<file path="src/rtl/usb_pwrseq_pkg.sv">
package usb_pwrseq_pkg;

  // Encoding order matters: output decode uses ranges over it.
  typedef enum logic [3:0] {
    S_IDLE   = 4'd0,
    S_HOLD   = 4'd1,
    S_IDDQ   = 4'd2,
    S_TPD    = 4'd3,
    S_PHYREL = 4'd4,
    S_W1     = 4'd5,
    S_STABLE = 4'd6,
    S_SSC    = 4'd7,
    S_CREL   = 4'd8,
    S_W2     = 4'd9,
    S_VBUS   = 4'd10,
    S_W3     = 4'd11,
    S_RUN    = 4'd12,
    S_PARK   = 4'd13
  } seq_state_e;

  typedef struct packed {
    logic aux_rst_n;
    logic ctrl_rst_n;
    logic u3phy_rst_n;
    logic u2phy_por_n;
    logic u2_iddq;
    logic u3_testpd;
    logic ana_pwr_en;
    logic pcs_stable;
    logic pma_stable;
    logic ssc_en;
    logic u3_vbus_val;
    logic u3_vbus_sel;
    logic u2_vbus_val;
    logic u2_vbus_sel;
  } phy_ctrl_t;

  function automatic logic is_wait(seq_state_e s);
    return (s == S_W1) || (s == S_W2) || (s == S_W3);
  endfunction

  function automatic logic is_powering(seq_state_e s);
    return (s != S_IDLE) && (s != S_RUN) && (s != S_PARK);
  endfunction

endpackage

</file>
<file path="src/rtl/pwrseq_wait_timer.sv">
module pwrseq_wait_timer #(
  parameter int CNT_W = 16
) (
  input  logic             clk,
  input  logic             rst_n,
  input  logic             load_i,
  input  logic [CNT_W-1:0] load_val_i,
  output logic             done_o
);
  logic [CNT_W-1:0] cnt_q, cnt_d;
  logic             cnt_en;

  assign cnt_en = load_i || (cnt_q != '0);

  always_comb begin
    cnt_d = cnt_q;
    if (load_i) cnt_d = load_val_i;
    else if (cnt_q != '0) cnt_d = cnt_q - 1'b1;
  end

  always_ff @(posedge clk or negedge rst_n) begin
    if (!rst_n)      cnt_q <= '0;
    else if (cnt_en) cnt_q <= cnt_d;
  end

  assign done_o = (cnt_q == '0);

  // an expired counter stays at zero until reloaded
  a_r3_no_wrap: assert property (@(posedge clk) disable iff (!rst_n)
    (done_o && !load_i) |=> done_o);

  // a nonzero load is not reported as done in the following cycle
  a_r3_load_busy: assert property (@(posedge clk) disable iff (!rst_n)
    (load_i && (load_val_i != '0)) |=> !done_o);

endmodule

</file>
<file path="src/rtl/pwrseq_fsm.sv">
module pwrseq_fsm
  import usb_pwrseq_pkg::*;
#(
  parameter int CNT_W         = 16,
  parameter int WAIT_PHY_CYC  = 20000,
  parameter int WAIT_CTRL_CYC = 20000,
  parameter int WAIT_VBUS_CYC = 20000
) (
  input  logic             clk,
  input  logic             rst_n,
  input  logic             start_i,
  input  logic             stop_i,
  input  logic             tmr_done_i,
  output seq_state_e       state_o,
  output logic             tmr_load_o,
  output logic [CNT_W-1:0] tmr_val_o,
  output logic             mode_capture_o
);
  localparam logic [CNT_W-1:0] LOAD_PHY  = CNT_W'(WAIT_PHY_CYC - 1);
  localparam logic [CNT_W-1:0] LOAD_CTRL = CNT_W'(WAIT_CTRL_CYC - 1);
  localparam logic [CNT_W-1:0] LOAD_VBUS = CNT_W'(WAIT_VBUS_CYC - 1);

  seq_state_e state_q, state_d;

  always_comb begin
    state_d = state_q;
    unique case (state_q)
      S_IDLE, S_PARK: if (start_i) state_d = S_HOLD;
      S_HOLD:   state_d = S_IDDQ;
      S_IDDQ:   state_d = S_TPD;
      S_TPD:    state_d = S_PHYREL;
      S_PHYREL: state_d = S_W1;
      S_W1:     if (tmr_done_i) state_d = S_STABLE;
      S_STABLE: state_d = S_SSC;
      S_SSC:    state_d = S_CREL;
      S_CREL:   state_d = S_W2;
      S_W2:     if (tmr_done_i) state_d = S_VBUS;
      S_VBUS:   state_d = S_W3;
      S_W3:     if (tmr_done_i) state_d = S_RUN;
      S_RUN:    state_d = S_RUN;
      default:  state_d = S_IDLE;
    endcase
    // stop overrides everything
    if (stop_i) begin
      if (state_q == S_RUN)       state_d = S_PARK;
      else if (state_q == S_PARK) state_d = S_PARK;
      else                        state_d = S_IDLE;
    end
  end

  always_ff @(posedge clk or negedge rst_n) begin
    if (!rst_n) state_q <= S_IDLE;
    else        state_q <= state_d;
  end

  always_comb begin
    tmr_load_o = is_wait(state_d) && (state_d != state_q);
    unique case (state_d)
      S_W1:    tmr_val_o = LOAD_PHY;
      S_W2:    tmr_val_o = LOAD_CTRL;
      S_W3:    tmr_val_o = LOAD_VBUS;
      default: tmr_val_o = '0;
    endcase
  end

  assign mode_capture_o = ((state_q == S_IDLE) || (state_q == S_PARK)) &&
                          (state_d == S_HOLD);
  assign state_o = state_q;

  // stop during power-up always lands in idle
  a_r8_abort_to_idle: assert property (@(posedge clk) disable iff (!rst_n)
    (stop_i && is_powering(state_q)) |=> (state_q == S_IDLE));

  // stop while running parks the block
  a_r7_run_to_park: assert property (@(posedge clk) disable iff (!rst_n)
    (stop_i && state_q == S_RUN) |=> (state_q == S_PARK));

  // no restart while the sequence is in progress
  a_r9_no_restart: assert property (@(posedge clk) disable iff (!rst_n)
    (start_i && is_powering(state_q)) |=> (state_q != S_HOLD));

  // a wait state is not left before the timer reports expiry
  a_r3_wait_holds: assert property (@(posedge clk) disable iff (!rst_n)
    (is_wait(state_q) && !tmr_done_i && !stop_i) |=> (state_q == $past(state_q)));

  // stop wins over start in idle
  a_r11_stop_wins: assert property (@(posedge clk) disable iff (!rst_n)
    (state_q == S_IDLE && stop_i) |=> (state_q == S_IDLE));

endmodule

</file>
<file path="src/rtl/pwrseq_outdec.sv">
module pwrseq_outdec
  import usb_pwrseq_pkg::*;
(
  input  seq_state_e state_i,
  input  logic       stop_i,
  output phy_ctrl_t  ctl_o,
  output logic       ready_o
);
  logic parked, phy_on, ctrl_on, pwr_ok, ssc_on, vbus_on;

  always_comb begin
    parked  = (state_i == S_PARK);
    phy_on  = state_i inside {[S_PHYREL:S_RUN]};
    ctrl_on = (state_i inside {[S_CREL:S_RUN]}) || parked;
    pwr_ok  = (state_i inside {[S_STABLE:S_RUN]}) || parked;
    ssc_on  = (state_i inside {[S_SSC:S_RUN]}) || parked;
    vbus_on = (state_i inside {[S_VBUS:S_RUN]}) || parked;

    ctl_o.aux_rst_n   = ctrl_on;
    ctl_o.ctrl_rst_n  = ctrl_on;
    ctl_o.u3phy_rst_n = phy_on;
    ctl_o.u2phy_por_n = phy_on;
    ctl_o.u2_iddq     = state_i inside {S_IDLE, S_HOLD};
    ctl_o.u3_testpd   = state_i inside {S_IDLE, S_HOLD, S_IDDQ};
    ctl_o.ana_pwr_en  = pwr_ok;
    ctl_o.pcs_stable  = pwr_ok;
    ctl_o.pma_stable  = pwr_ok;
    ctl_o.ssc_en      = ssc_on;
    ctl_o.u3_vbus_val = vbus_on;
    ctl_o.u3_vbus_sel = vbus_on;
    ctl_o.u2_vbus_val = vbus_on;
    ctl_o.u2_vbus_sel = vbus_on;
  end

  assign ready_o = (state_i == S_RUN) && !stop_i;

endmodule

</file>
<file path="src/rtl/usb_phy_pwrseq.sv">
module usb_phy_pwrseq
  import usb_pwrseq_pkg::*;
#(
  parameter int CNT_W         = 16,
  parameter int WAIT_PHY_CYC  = 20000,
  parameter int WAIT_CTRL_CYC = 20000,
  parameter int WAIT_VBUS_CYC = 20000
) (
  input  logic clk,
  input  logic rst_n,
  input  logic start_i,
  input  logic stop_i,
  input  logic refclk_mode_i,
  output logic refclk_pad_sel_o,
  output logic aux_rst_n_o,
  output logic ctrl_rst_n_o,
  output logic u3phy_rst_n_o,
  output logic u2phy_por_n_o,
  output logic u2_iddq_o,
  output logic u3_testpd_o,
  output logic ana_pwr_en_o,
  output logic pcs_stable_o,
  output logic pma_stable_o,
  output logic ssc_en_o,
  output logic u3_vbus_val_o,
  output logic u3_vbus_sel_o,
  output logic u2_vbus_val_o,
  output logic u2_vbus_sel_o,
  output logic ready_o
);
  seq_state_e       state;
  logic             tmr_load, tmr_done, mode_capture;
  logic [CNT_W-1:0] tmr_val;
  phy_ctrl_t        ctl;
  logic             mode_q;

  pwrseq_fsm #(
    .CNT_W(CNT_W), .WAIT_PHY_CYC(WAIT_PHY_CYC),
    .WAIT_CTRL_CYC(WAIT_CTRL_CYC), .WAIT_VBUS_CYC(WAIT_VBUS_CYC)
  ) u_fsm (
    .clk(clk), .rst_n(rst_n), .start_i(start_i), .stop_i(stop_i),
    .tmr_done_i(tmr_done), .state_o(state), .tmr_load_o(tmr_load),
    .tmr_val_o(tmr_val), .mode_capture_o(mode_capture)
  );

  pwrseq_wait_timer #(.CNT_W(CNT_W)) u_timer (
    .clk(clk), .rst_n(rst_n), .load_i(tmr_load),
    .load_val_i(tmr_val), .done_o(tmr_done)
  );

  pwrseq_outdec u_dec (
    .state_i(state), .stop_i(stop_i), .ctl_o(ctl), .ready_o(ready_o)
  );

  // reference clock mode, captured only on an accepted start
  always_ff @(posedge clk or negedge rst_n) begin
    if (!rst_n)            mode_q <= 1'b0;
    else if (mode_capture) mode_q <= refclk_mode_i;
  end

  assign refclk_pad_sel_o = mode_q;
  assign aux_rst_n_o      = ctl.aux_rst_n;
  assign ctrl_rst_n_o     = ctl.ctrl_rst_n;
  assign u3phy_rst_n_o    = ctl.u3phy_rst_n;
  assign u2phy_por_n_o    = ctl.u2phy_por_n;
  assign u2_iddq_o        = ctl.u2_iddq;
  assign u3_testpd_o      = ctl.u3_testpd;
  assign ana_pwr_en_o     = ctl.ana_pwr_en;
  assign pcs_stable_o     = ctl.pcs_stable;
  assign pma_stable_o     = ctl.pma_stable;
  assign ssc_en_o         = ctl.ssc_en;
  assign u3_vbus_val_o    = ctl.u3_vbus_val;
  assign u3_vbus_sel_o    = ctl.u3_vbus_sel;
  assign u2_vbus_val_o    = ctl.u2_vbus_val;
  assign u2_vbus_sel_o    = ctl.u2_vbus_sel;

  // controller leaves reset only with spread spectrum and power flags up
  a_r4_ssc_before_ctrl: assert property (@(posedge clk) disable iff (!rst_n)
    $rose(ctrl_rst_n_o) |-> (ssc_en_o && pma_stable_o && u3phy_rst_n_o));

  // ready only with every override and release in place
  a_r6_ready_full: assert property (@(posedge clk) disable iff (!rst_n)
    ready_o |-> (u3_vbus_val_o && u2_vbus_sel_o && aux_rst_n_o && !u2_iddq_o));

  // captured mode holds while a session is in progress
  a_r10_mode_stable: assert property (@(posedge clk) disable iff (!rst_n)
    (!mode_capture) |=> $stable(refclk_pad_sel_o));

  // the PHY is out of test power-down whenever its reset is released
  a_r2_phy_powered: assert property (@(posedge clk) disable iff (!rst_n)
    u3phy_rst_n_o |-> (!u3_testpd_o && !u2_iddq_o));

endmodule

</file>
<file path="config.mk">
export PLATFORM = sky130hd
export DESIGN_NAME = usb_phy_pwrseq
export DESIGN_NICKNAME = d
export VERILOG_FILES = /design/src/rtl/usb_pwrseq_pkg.sv /design/src/rtl/pwrseq_wait_timer.sv /design/src/rtl/pwrseq_fsm.sv /design/src/rtl/pwrseq_outdec.sv /design/src/rtl/usb_phy_pwrseq.sv
export SDC_FILE = /design/constraint.sdc
export NUM_CORES = 1
export LEC_CHECK = 0
export BUFFER_PORTS_ARGS = -buffer_cell sky130_fd_sc_hd__buf_2
export CAP_MARGIN = 20
export CORE_MARGIN = 2
export CORE_UTILIZATION = 54
export CTS_CLUSTER_SIZE = 30
export DETAILED_ROUTE_END_ITERATION = 8
export GPL_ROUTABILITY_DRIVEN = 0
export PLACE_DENSITY = 0.74
export SLEW_MARGIN = 20
export SYNTH_ARGS = -nofsm -noshare
export SYNTH_HDL_FRONTEND = slang
export SYNTH_SLANG_ARGS = --single-unit
</file>
<file path="constraint.sdc">
create_clock -name clk -period 4.6 [get_ports clk]
set_input_delay 1.15 -clock clk [delete_from_list [all_inputs] [get_ports clk]]
set_output_delay 1.15 -clock clk [all_outputs]
set_load 0.01 [all_outputs]
</file>
# Word-level counts from Yosys, hierarchy flattened

Index checks and enable logic that the tools add are counted.

Add/sub/neg operators: 1
Magnitude comparators: 6
Equality and inequality tests: 18
Muxes and demuxes: 11
Reduce and logical (&&, ||, !) cells: 26

Operator list:

| cell                                                                                | count |
|---|---|
| 4-bit case mux with 13 select lines                                                 | 1 |
| 4-bit == test, second input constant                                                | 8 |
| 16-bit two-way mux                                                                  | 2 |
| 4-bit two-way mux                                                                   | 7 |
| 4-bit by 3-bit == test with 1-bit output, second input constant                     | 5 |
| 16-bit zero test                                                                    | 1 |
| 16-bit nonzero test                                                                 | 1 |
| 16-bit by 1-bit subtractor with 16-bit output, second input constant                | 1 |
| 15-bit two-way mux                                                                  | 1 |
| 4-bit by 3-bit greater-or-equal comparator with 1-bit output, second input constant | 3 |
| 4-bit by 1-bit == test with 1-bit output, second input constant                     | 2 |
| 4-bit by 2-bit == test with 1-bit output, second input constant                     | 2 |
| 4-bit greater-or-equal comparator, second input constant                            | 2 |
| 1-bit logical AND                                                                   | 8 |
| 1-bit logical OR                                                                    | 8 |
| 4-bit less-or-equal comparator, second input constant                               | 1 |
| 4-bit zero test                                                                     | 1 |
| 4-bit != test                                                                       | 1 |
| 2-bit nonzero test                                                                  | 2 |
| 3-bit nonzero test                                                                  | 1 |
| 3-bit OR reduction                                                                  | 1 |
| 2-bit AND reduction                                                                 | 1 |
| 2-bit OR reduction                                                                  | 1 |
| 1-bit zero test                                                                     | 1 |

Flip-flop bits (word level): 21
Input bits: 5
Output and inout port bits: 16
Word-level logic and storage cells: 65

# Longest topological paths before layout

Word-level depth: 10
Depth in mapped cells: 10

# Hierarchy

From an unflattened synthesis, not the netlist that was laid out.

Cell total of the unflattened synthesis: 200
Area total of the unflattened synthesis: 1,752.9 um^2

Modules (own cells, without submodules):

| module            | times used | cells an instance | area each (um^2) | sequential area each (um^2) |
|---|---|---|---|---|
| pwrseq_wait_timer | 1          | 99                | 969.7            | 400.4 |
| pwrseq_fsm        | 1          | 71                | 515.5            | 100.1 |
| pwrseq_outdec     | 1          | 28                | 227.7            | 0.0 |
| usb_phy_pwrseq    | 1          | 2                 | 40.0             | 25.0 |

# Worst setup path before layout

OpenSTA, ideal clock, no wires.

Path kind: input to output
From: input port stop_i
To: output port ready_o
Arrival: 1.637 ns
Data required time: 3.450 ns
Path slack: 1.813 ns
Stages: 2
Cell sequence: clkbuf_1 nor3_1

Longest elaborated chain between the ends: 2

Ends and longest elaborated chain:

| what               | line                 | RTL |
|---|---|---|
| start: declaration | usb_phy_pwrseq.sv:12 | `input logic stop_i,` |
| 1-bit zero test    | pwrseq_outdec.sv:35  | `assign ready_o = (state_i == S_RUN) && !stop_i;` |
| 1-bit logical AND  | pwrseq_outdec.sv:35  |  |
| end: declaration   | usb_phy_pwrseq.sv:29 | `output logic ready_o` |

Every way passes these cells.

# Worst setup path in the final report

From: register u_fsm.state_q[1] (netlist: u_fsm.state_o[1])
To: output port ssc_en_o

Longest elaborated chain between the ends: 3
Elaborated cells between the ends (all ways): 5
Classes of those cells: order compare (2); eq/ne (1); reduce/logical (2)

Ends and longest elaborated chain:

| what                                                                                                           | line                 | RTL |
|---|---|---|
| start: declaration                                                                                             | pwrseq_fsm.sv:23     | `seq_state_e state_q, state_d;` |
| start signal: assignment                                                                                       | pwrseq_fsm.sv:53     | `else state_q <= state_d;` |
| 4-bit by 3-bit greater-or-equal comparator with 1-bit output or 4-bit less-or-equal comparator (tied branches) | pwrseq_outdec.sv:16  | `ssc_on = (state_i inside {[S_SSC:S_RUN]}) \|\| parked;` |
| 1-bit logical AND                                                                                              | pwrseq_outdec.sv:16  |  |
| 1-bit logical OR (*)                                                                                           | pwrseq_outdec.sv:16  |  |
| end: declaration                                                                                               | usb_phy_pwrseq.sv:24 | `output logic ssc_en_o,` |

Every way passes the cells marked *; elsewhere a longest branch is shown, timed or not.

==> metrics.csv <==
stage;metric;value;unit
worst_hold_path;hold_class;flop to flop;
clocking;clk_pin_slew_worst_paths;110;ps
placement;hpwl;2.03;mm
power_and_ir_drop;p_leak;0.647;nW
logic_synthesis;synth_nets;172;
logic_synthesis;syn_inst;165;
global_route;grt-ovfl-total;0;
floorplan;fp-row-count;18;
clocking;clk-insertion-delay-late;310;ps
cells_and_area;final_cells;203;
detailed_routing;drt-total-wl;2.78;mm
placement;dp.cells;199;
critical_path;worst-r2r-cell-count;8;
global_route;grt_pass1_wl;4.77;mm
critical_path;cpLargestDelayFamily;flip-flops;
logic_synthesis;synthArstFlopShare;1.00;
power_and_ir_drop;peakVddDrop;0.325;mV
logic_synthesis;synthTopCellsByCount;21 x dfrtp_1, 17 x nand2_1, 13 x nor2_1, 11 x and2_1, 10 x xnor2_1;
detailed_routing;drcViolationCount;0;
logic_synthesis;synth.avg_cell_area;8.82;µm²
power_and_ir_drop;sw_frac_of_total;0.391;
critical_path;max_stage_delay;710;ps
floorplan;coreArea;2520;µm²
detailed_routing;wire_per_inst;13.7;µm
sta;clock_skew;6.22;ps
sta;max_slew_margin;0.562;
logic_synthesis;ys_types;47;
cells_and_area;fin_nets;181;
cells_and_area;drive_above_1_share;0.197;
logic_synthesis;ys_seq_area_frac;0.361;
clocking;postCtsHoldBufs;0;
floorplan;top_level_ports;21;
clocking;cts_made_buffers;3;
placement;place_ws;1650;ps
sta;fin_hold_ws;525;ps
clocking;cts.root.buffer_cell;clkbuf_4;
detailed_routing;drtIter0Drc;35;
global_route;antenna_found_initial;0;
clocking;cts_setup_buffers;0;
power_and_ir_drop;p_int;0.376;mW
logic_synthesis;yosys_register_bits;21;
logic_synthesis;synth_edf_count;0;
status;status;completed;
detailed_routing;vias;1214;
global_route;track_usage;0.191;
detailed_routing;routed_via_density;5.98;
logic_synthesis;yosys.area.top_type_share;0.361;
floorplan;die-area;3130;µm²
sta;final_max_slew_viol_count;0;
floorplan;die_w;55.9;µm
floorplan;start_util;0.577;
critical_path;worstSetupPathType;flop to primary output;
sta;grt_setup_unrepaired;false;
sta;worst_pin_slew;657;ps
clocking;clk_path_buf_depth;2;
detailed_routing;firstDrtPassIters;4;
detailed_routing;ant_nets;0;
logic_synthesis;synth_area_leader_cell;dfrtp_1;
critical_path;end_kind;primary output;
global_route;grt_pass1_vias;1174;
sta;setup_ws;1660;ps
logic_synthesis;yosysMostFrequentCell;dfrtp_1;
clocking;htree_num_levels;1;
critical_path;crit_fanout;19;
critical_path;crit_chain;nand2_1 > and2_1 > or2_2 > buf_2;
worst_hold_path;min_from;u_timer.cnt_q[4]$_DFFE_PN0P_;
critical_path;rr_startpoint;u_timer.cnt_q[0]$_DFFE_PN0P_;
critical_path;r2r_setup_slack;1720;ps
run;cap_violations;0;
worst_hold_path;hold_depth;2;
power_and_ir_drop;power_switching;0.241;mW
sta;finalSetupViolations;0;
cells_and_area;area_growth;4.81;%
power_and_ir_drop;power_density;404;nW/µm²
logic_synthesis;yosys-top-cells-area;dfrtp_1 36%, xnor2_1 6.0%, and2_1 4.7%;
critical_path;critPathBufInv;1;
sta;timing.final.crit_share;0.638;
sta;timing.fmax;341;MHz
placement;portBuffers;20;
sta;fin_setup_tns;0;ps
clocking;cts_num_sinks;21;
logic_synthesis;synth.cell_area;1460;µm²
global_route;grt_max_degree;22;
logic_synthesis;synth_ff_type;dfrtp_1;
critical_path;arrival;1790;ps
floorplan;die_h;55.9;µm
sta;hold_viol_final;0;
critical_path;cpMaxStageDelayCell;dfrtp_1;
cells_and_area;fillers;218;
logic_synthesis;ys_warn_count;0;
critical_path;crit_path_start;u_fsm.state_o[1]$_DFF_PN0_;
power_and_ir_drop;seqPwrFrac;0.465;
critical_path;reg2reg_to;u_timer.cnt_q[12]$_DFFE_PN0P_;
cells_and_area;antennaDiodeCount;0;
critical_path;cp-start-kind;flop;
clocking;cts_tree;yes;
critical_path;cp.required;3450;ps
clocking;cts_resized;0;
power_and_ir_drop;p_clk_frac;0.143;
worst_hold_path;min_to;u_timer.cnt_q[4]$_DFFE_PN0P_;
power_and_ir_drop;combPwrFrac;0.392;
sta;layout_min_cycle_time;2940;ps
[registers in the layout (all words and copies together), names as in the netlist]
signal            flops
u_timer.cnt_q        16
u_fsm.state_o         4
refclk_pad_sel_o      1
[cell families after synthesis]
group,count (synthesis),share of synthesized area
AO/OA/AOI/OAI,32,0.160
buffers and inverters,18,0.0696
XOR/XNOR,16,0.0963
adder cells (fa/ha/maj),2,0.0172
multiplexers,1,0.00774
flip-flops,21,0.361
AND/OR/NAND/NOR,75,0.288
[metrics by stage]
step                total power, mW  cell area (µm²)  utilization
detailed placement            0.533             1500        0.594
global placement              0.523             1500        0.594
finish                        0.617             1530        0.605
global route                  0.667             1530        0.605
floorplan                     0.483             1460            -
CTS                           0.621             1530        0.605
[routing by layer]
| layer | global-route usage | vias to the layer above | part of all wire |
|---|---|---|---|
| li1 | - | 596 | - |
| met1 | 0.216 | 564 | 0.41 |
| met2 | 0.340 | 43 | 0.50 |
| met3 | 0.0233 | 11 | 0.050 |
| met4 | 0.119 | 0 | 0.036 |
| met5 | 0 | - | 0 |
[worst min-delay path, delay by kind of cell, from the launching register on]
kind / cells / cell delay (ps)
XOR/XNOR: 1 / 70
AND/OR/NAND/NOR: 1 / 60
flip-flops: 1 / 370
[layout make-up]
cell class	instances	area (µm²)	share of cell area
Multi-Input combinational cell	126	828	0.543
Timing Repair Buffer	20	100	0.0656
Tap cell	30	37.5	0.0246
Clock buffer	4	26.3	0.0172
Sequential cell	21	526	0.345
Inverter	2	7.51	0.00492
[worst max-delay path by stage]
stage,cells past startpoint,endpoint
finish,4,ssc_en_o
global route,4,ssc_en_o
CTS,4,ssc_en_o
detailed placement,6,u_timer.cnt_q[5]$_DFFE_PN0P_
global placement,6,u_timer.cnt_q[5]$_DFFE_PN0P_
floorplan,2,ready_o
[power groups by stage]
stage	clock network [mW]	logic [mW]	registers, mW
final	0.0881	0.242	0.287
after global routing	0.0968	0.274	0.296
after CTS	0.0893	0.244	0.287
after detailed placement	0	0.243	0.290
after global placement	0	0.236	0.287
after floorplan	0	0.217	0.266
[cells in the final DEF, fill, tap and decap left out, types with 2 or more instances in the layout]
| master | instances |
|---|---|
| or2_2 | 3 |
| a21oi_1 | 7 |
| a211oi_1 | 3 |
| dfrtp_1 | 21 |
| nor2b_1 | 3 |
| o21ai_0 | 5 |
| a21o_1 | 2 |
| clkbuf_4 | 3 |
| nand3b_1 | 3 |
| nor2_1 | 13 |
| inv_1 | 2 |
| nand3_1 | 4 |
| nor3b_1 | 2 |
| a21boi_0 | 2 |
| xor2_1 | 6 |
| or3_1 | 2 |
| and2_1 | 11 |
| ha_1 | 2 |
| buf_2 | 20 |
| xnor2_1 | 10 |
| nor4_1 | 2 |
| nor3_1 | 4 |
| nand4_1 | 2 |
| nand2_1 | 17 |
| or4_4 | 2 |
(Power assumes the default switching activity.)
